File: config.mk
export PLATFORM = sky130hd
export DESIGN_NAME = uart_rx_dma_req
export DESIGN_NICKNAME = d
export VERILOG_FILES = /design/src/rtl/rxdma_pkg.sv /design/src/rtl/rxdma_fifo.sv /design/src/rtl/rxdma_mark_dec.sv /design/src/rtl/rxdma_req_ctrl.sv /design/src/rtl/uart_rx_dma_req.sv
export SDC_FILE = /design/constraint.sdc
export NUM_CORES = 1
export LEC_CHECK = 0
export BUFFER_PORTS_ARGS = -buffer_cell sky130_fd_sc_hd__buf_4
export CAP_MARGIN = 15
export CORE_ASPECT_RATIO = 0.7
export CORE_UTILIZATION = 55
export DETAILED_ROUTE_END_ITERATION = 10
export PLACE_DENSITY_LB_ADDON = 0.2
export SLEW_MARGIN = 20
export SYNTH_ARGS = -nofsm -noshare
export SYNTH_HDL_FRONTEND = slang
export SYNTH_HIERARCHICAL = 1
export SYNTH_SLANG_ARGS = --single-unit
File: constraint.sdc
create_clock -name clk -period 2.8 [get_ports clk]
set_input_delay 0 -clock clk [delete_from_list [all_inputs] [get_ports clk]]
set_output_delay 0 -clock clk [all_outputs]
set_load 0.01 [all_outputs]
File: src/rtl/rxdma_pkg.sv
package rxdma_pkg;
   localparam int unsigned CHAR_W = 12;
   localparam int unsigned SEL_W  = 3;

   // watermark in entries for a selector code; reserved codes map to half
   function automatic int unsigned mark_entries(input logic [SEL_W-1:0] sel,
                                                input int unsigned depth);
      case (sel)
         3'd0:    return depth / 8;
         3'd1:    return depth / 4;
         3'd2:    return depth / 2;
         3'd3:    return (3 * depth) / 4;
         3'd4:    return (7 * depth) / 8;
         default: return depth / 2;
      endcase
   endfunction
endpackage

File: src/rtl/rxdma_fifo.sv
module rxdma_fifo #(
   parameter int unsigned WIDTH = 12,
   parameter int unsigned DEPTH = 16,
   localparam int unsigned AW = $clog2(DEPTH),
   localparam int unsigned CW = AW + 1
) (
   input  logic             clk,
   input  logic             rst_n,
   input  logic             wr_i,
   input  logic [WIDTH-1:0] wdata_i,
   input  logic             rd_i,
   output logic [WIDTH-1:0] rdata_o,
   output logic [CW-1:0]    count_o,
   output logic             ovr_o
);
   localparam logic [CW-1:0] FULL = CW'(DEPTH);

   logic [WIDTH-1:0] mem [DEPTH];
   logic [AW-1:0]    wptr_q, rptr_q;
   logic [CW-1:0]    count_q;
   logic             ovr_q;
   logic             full, empty, push, pop;

   generate
      if ((DEPTH & (DEPTH - 1)) != 0 || DEPTH < 8) begin : g_bad_depth
         $error("rxdma_fifo: DEPTH must be a power of two of at least 8");
      end
   endgenerate

   assign full  = (count_q == FULL);
   assign empty = (count_q == '0);
   assign push  = wr_i & ~full;
   assign pop   = rd_i & ~empty;

   generate
      for (genvar i = 0; i < DEPTH; i++) begin : g_slot
         always_ff @(posedge clk) begin
            if (push && wptr_q == AW'(i)) mem[i] <= wdata_i;
         end
      end
   endgenerate

   always_ff @(posedge clk or negedge rst_n) begin
      if (!rst_n) begin
         wptr_q  <= '0;
         rptr_q  <= '0;
         count_q <= '0;
         ovr_q   <= 1'b0;
      end else begin
         if (push) wptr_q <= wptr_q + 1'b1;
         if (pop)  rptr_q <= rptr_q + 1'b1;
         case ({push, pop})
            2'b10:   count_q <= count_q + 1'b1;
            2'b01:   count_q <= count_q - 1'b1;
            default: count_q <= count_q;
         endcase
         if (wr_i && full) ovr_q <= 1'b1;
      end
   end

   assign rdata_o = mem[rptr_q];
   assign count_o = count_q;
   assign ovr_o   = ovr_q;

   // the fill level never passes the depth
   a_r1_bound: assert property (@(posedge clk) disable iff (!rst_n)
      count_q <= FULL);
   // a write into a full store leaves it full and raises overrun
   a_r8_full_drop: assert property (@(posedge clk) disable iff (!rst_n)
      (wr_i && full && !rd_i) |=> (count_q == FULL) && ovr_q);
   // overrun is sticky
   a_r8_sticky: assert property (@(posedge clk) disable iff (!rst_n)
      ovr_q |=> ovr_q);
   // a read of an empty store changes nothing
   a_r9_empty_read: assert property (@(posedge clk) disable iff (!rst_n)
      (rd_i && empty && !wr_i) |=> (count_q == '0) && $stable(rptr_q));
endmodule

File: src/rtl/rxdma_mark_dec.sv
module rxdma_mark_dec
   import rxdma_pkg::*;
#(
   parameter int unsigned DEPTH = 16,
   localparam int unsigned CW = $clog2(DEPTH) + 1
) (
   input  logic [SEL_W-1:0] sel_i,
   output logic [CW-1:0]    mark_o
);
   generate
      if (DEPTH % 8 != 0) begin : g_bad_depth
         $error("rxdma_mark_dec: DEPTH must be a multiple of 8");
      end
   endgenerate

   always_comb begin
      mark_o = CW'(mark_entries(sel_i, DEPTH));
   end

   // the decoded level stays strictly below the depth
   a_r4_range: assert property (@(sel_i) 1'b1 |-> (mark_o < CW'(DEPTH)))
      else $error("watermark out of range");
endmodule

File: src/rtl/rxdma_req_ctrl.sv
module rxdma_req_ctrl #(
   parameter int unsigned DEPTH = 16,
   localparam int unsigned CW = $clog2(DEPTH) + 1
) (
   input  logic          clk,
   input  logic          rst_n,
   input  logic          en_i,
   input  logic          clr_i,
   input  logic [CW-1:0] count_i,
   input  logic [CW-1:0] mark_i,
   output logic          single_o,
   output logic          burst_o,
   output logic          irq_o
);
   logic hold_q;
   logic quiet;

   always_ff @(posedge clk or negedge rst_n) begin
      if (!rst_n) hold_q <= 1'b0;
      else        hold_q <= clr_i;
   end

   assign quiet    = clr_i | hold_q | ~en_i;
   assign single_o = ~quiet & (count_i != '0);
   assign burst_o  = ~quiet & (count_i > mark_i);
   assign irq_o    = ~en_i & (count_i != '0);

   // a single request implies stored data
   a_r2_single_data: assert property (@(posedge clk) disable iff (!rst_n)
      single_o |-> (count_i != '0));
   // a burst request implies a level above the mark
   a_r3_burst_level: assert property (@(posedge clk) disable iff (!rst_n)
      burst_o |-> (count_i > mark_i));
   // a burst request implies a single request
   a_r3_burst_single: assert property (@(posedge clk) disable iff (!rst_n)
      burst_o |-> single_o);
   // the cycle after a clear has no request
   a_r5_clear_gap: assert property (@(posedge clk) disable iff (!rst_n)
      $past(clr_i) |-> !single_o && !burst_o);
   // DMA off silences both requests
   a_r6_off: assert property (@(posedge clk) disable iff (!rst_n)
      !en_i |-> !single_o && !burst_o);
   // the interrupt only runs while DMA is off
   a_r7_masked: assert property (@(posedge clk) disable iff (!rst_n)
      irq_o |-> !en_i);
endmodule

File: src/rtl/uart_rx_dma_req.sv
module uart_rx_dma_req
   import rxdma_pkg::*;
#(
   parameter int unsigned DEPTH = 16,
   localparam int unsigned CW = $clog2(DEPTH) + 1
) (
   input  logic              clk,
   input  logic              rst_n,
   input  logic              rx_wr_i,
   input  logic [CHAR_W-1:0] rx_char_i,
   input  logic              dma_rd_i,
   output logic [CHAR_W-1:0] dma_char_o,
   input  logic              dma_en_i,
   input  logic [SEL_W-1:0]  mark_sel_i,
   input  logic              dma_clr_i,
   output logic              req_single_o,
   output logic              req_burst_o,
   output logic              rx_char_irq_o,
   output logic              overrun_o
);
   logic [CW-1:0] level;
   logic [CW-1:0] mark;

   rxdma_fifo #(.WIDTH(CHAR_W), .DEPTH(DEPTH)) u_fifo (
      .clk     (clk),
      .rst_n   (rst_n),
      .wr_i    (rx_wr_i),
      .wdata_i (rx_char_i),
      .rd_i    (dma_rd_i),
      .rdata_o (dma_char_o),
      .count_o (level),
      .ovr_o   (overrun_o)
   );

   rxdma_mark_dec #(.DEPTH(DEPTH)) u_mark (
      .sel_i  (mark_sel_i),
      .mark_o (mark)
   );

   rxdma_req_ctrl #(.DEPTH(DEPTH)) u_req (
      .clk      (clk),
      .rst_n    (rst_n),
      .en_i     (dma_en_i),
      .clr_i    (dma_clr_i),
      .count_i  (level),
      .mark_i   (mark),
      .single_o (req_single_o),
      .burst_o  (req_burst_o),
      .irq_o    (rx_char_irq_o)
   );

   // requests stay low while the store is empty
   a_r10_empty_quiet: assert property (@(posedge clk) disable iff (!rst_n)
      (level == '0) |-> !req_single_o && !req_burst_o && !rx_char_irq_o);
endmodule

==> metrics.md <==
| Metric | Value |
|---|---|
| Final wirelength | 18100 microns |
| Asr flop ratio synth | 7.25% |
| Worst r2r dst | u_fifo/count_o[4]$_DFFE_PN0P_ |
| Register area share after synthesis | 71.2% |
| Avg Inst Size Synth | about 19 sq um |
| First DRT Iteration DRCs | 313 |
| # DRC | 0 |
| Hold_ws | roughly 0.17 ns |
| Area Growth Syn to Fin | 16.4% |
| Clk sinks | 207 |
| Top post-synthesis cells by count | 192 x edfxtp_1, 49 x mux2i_1, 23 x nand2_1 |
| Worst EP arrival | 3.00 ns |
| Core Rows | 37 |
| Die Width | 152 microns |
| Max_slew headroom | 43.7% |
| Post-DP HPWL | 11400 microns |
| Pwr Total | ~10 mW |
| Number of fill cells | 1011 |
| Finished Layout Cells | 759 |
| Grt ovf | 0 |
| Worst-path clk slew | 0.06 ns |
| CTS resizes | 0 |
| Post-route ant nets | 0 |
| Vias per cell | between 5 and 6 |
| Synth Warn # | 6 |
| Fmax | a little under 0.4 GHz |
| Std-Cell Core Area | 15000 sq um |
| Nets@finish | 588 |
| Starting density of the core | 57.5% |
| CP startpoint | u_fifo/count_o[1]$_DFFE_PN0P_ |
| Vias | 4446 |
| Primary FF master, synth | edfxtp_1 |
| Setup CP Type | reg2reg |
| Cts bufs inserted | 20 |
| Measured slew at the worst slew-check pin | 0.844 ns |
| PwrDens | 1010 nW/um^2 |
| Status | completed |
| GPL Wtd Cong | 0.774 |
| WP data required | approximately 3.2 ns |
| Post-synth EDFFs | 192 |
| TritonCTS clock tree | done |
| First-pass GRT wire length | 27500 microns |
| Top-level port count | 37 |
| Max Slew Vio Count | 0 |
| Initial antenna violation count | 0 |
| Vias in the first global route | between 4000 and 5000 |
| Max-cap viol count | 0 |
| # H-tree levels | 1 |
| Dpl cells | 707 |
| Root Driver | clkbuf_16 |
| Maximum clock path buffer count | 3 |
| Synth Cell Area | about 8600 sq um |
| Port Buffers | 36 |
| Post-synthesis register bit count | approximately 210 |
| Worst-Skew Late Latency | ~0.49 ns |
| Tcrit/Tclk final | 92.5% |
| Synth top area cells | edfxtp_1 67%, mux2i_1 5.7%, mux4_2 5.2% |
| Critical path fanouts, max | 6 |
| DP Area | 9250 sq um |
| Worst min path class | in2reg |
| Most common cell in the netlist | edfxtp_1 |
| Count of different cell masters after synthesis | 44 |
| Fin. Hold Viols | 0 |
| Die outline height | 107 microns |
| Final Core Density | 66.9% |
| Synth top area share | 66.9% |
| Die ar. | 16200 sq um |
| R2R Setup Slk | 0.21 ns |
| Final Instance Area | 10000 sq um |
| R2r startpoint | u_fifo/count_o[1]$_DFFE_PN0P_ |
| R2R depth | 8 |
| Area leader, netlist | edfxtp_1 |
| Antenna diode count | 0 |
| First-pass DRT Iterations | 4 |
| Clock skew | 0.00839 ns |
| Crit. End Element | flop |
| Final setup vio count | 0 |
| Critical path launch point type | flop |
| Overall routing resource usage | between 20% and 30% |
| Final Critical Period | 2.59 ns |
| Worst vdd ir | 0.523 mV |
| Static leakage | 3.63 nW |
| Mapped Cells | 464 |
| Largest net degree at the start of global routing | 33 |
| Layout cells sized above 1 | 27.7% |
| Worst setup path end | u_fifo/count_o[4]$_DFFE_PN0P_ |
| WL/cell | 23.9 microns |
-- power by group --
group / switching, mW / internal, mW / leakage, nW
clock: 1.06 / 1.46 / 0.300
sequential: 0.353 / 3.77 / 1.91
combinational: 1.91 / 1.60 / 1.42
-- final cells by class --
class	instances	area, sq um	area share, %
flip-flops and latches	207	6140	61.2
multi-input cells	222	2250	22.4
repair buffers	90	743	7.41
clock buffers	25	541	5.39
well taps	195	244	2.43
clock inverters	9	68.8	0.686
inverters	11	41.3	0.411
-- worst min-delay path by stage --
stage / start / end / slack (ns) / cells past startpoint
2_1_floorplan: rst_n / u_fifo/count_o[0]$_DFFE_PN0P_ / -0.30 / 0
3_3_place_gp: rst_n / u_fifo/rptr_q[0]$_DFFE_PN0P_ / -0.13 / 1
3_5_place_dp: rst_n / u_fifo/rptr_q[0]$_DFFE_PN0P_ / -0.13 / 1
4_1_cts: dma_clr_i / u_req/hold_q$_DFF_PN0_ / 0.16 / 2
5_1_grt: dma_clr_i / u_req/hold_q$_DFF_PN0_ / 0.17 / 2
6_report: dma_clr_i / u_req/hold_q$_DFF_PN0_ / 0.17 / 2
-- logic make-up after synthesis --
kind of cell	synth area share, %
AOI/OAI and AO/OA	6.82
other	0.0435
xor gates and xnor gates	1.02
adders and majority gates	2.26
DFF	71.2
muxes	12.5
and+or+nand+nor	3.15
buffers and inverters	2.93
-- worst max-delay path, stage by stage, from the launching register on --
cell,delay [ns]
dfrtp_1,0.47
nor4_4,0.40
a21boi_2,0.16
ha_1,0.31
fa_1,0.44
a21o_1,0.18
a21oi_1,0.17
mux2i_1,0.23
xnor2_1,0.15
-- metrics by stage --
step / TNS, ns / setup slack [ns]
floorplan: 0 / 0.436
global placement: 0 / 0.318
detailed placement: 0 / 0.236
CTS: 0 / 0.186
global route: -0.00197 / -0.00197
finish: 0 / 0.211
-- state kept, by name (all words and copies together) (netlist names) --
name	count
u_fifo/count_o	5
u_fifo/ovr_o	1
u_fifo/wptr_q	4
u_fifo/rptr_q	4
u_fifo/mem	192
u_req/hold_q	1
-- routing by layer --
metal | track usage (%) | part of all wire (%)
met1 | 36.0 | 46
met5 | 0 | 0
met4 | 7.57 | 2.8
met2 | 36.1 | 46
met3 | 4.13 | 5.6
-- what timing repair did --
item,CTS,global route
hold buffers,17,0
endpoints found under the hold margin,213,0
setup endpoints to repair,0,1
buffers inserted,0,1
-- cells in the final DEF, fill, tap and decap left out, drive strengths merged, types with 11 or more instances in the layout --
cell,netlist,final
buf,19,73
clkbuf,6,25
mux2i,49,49
dfrtp,15,15
inv,11,11
mux4,24,24
a22oi,12,12
ha,14,14
a221oi,24,24
dlygate4sd3,0,17
nand2,23,23
o21ai,15,15
edfxtp,192,192
nor2,19,19
(Power assumes the default switching activity.)
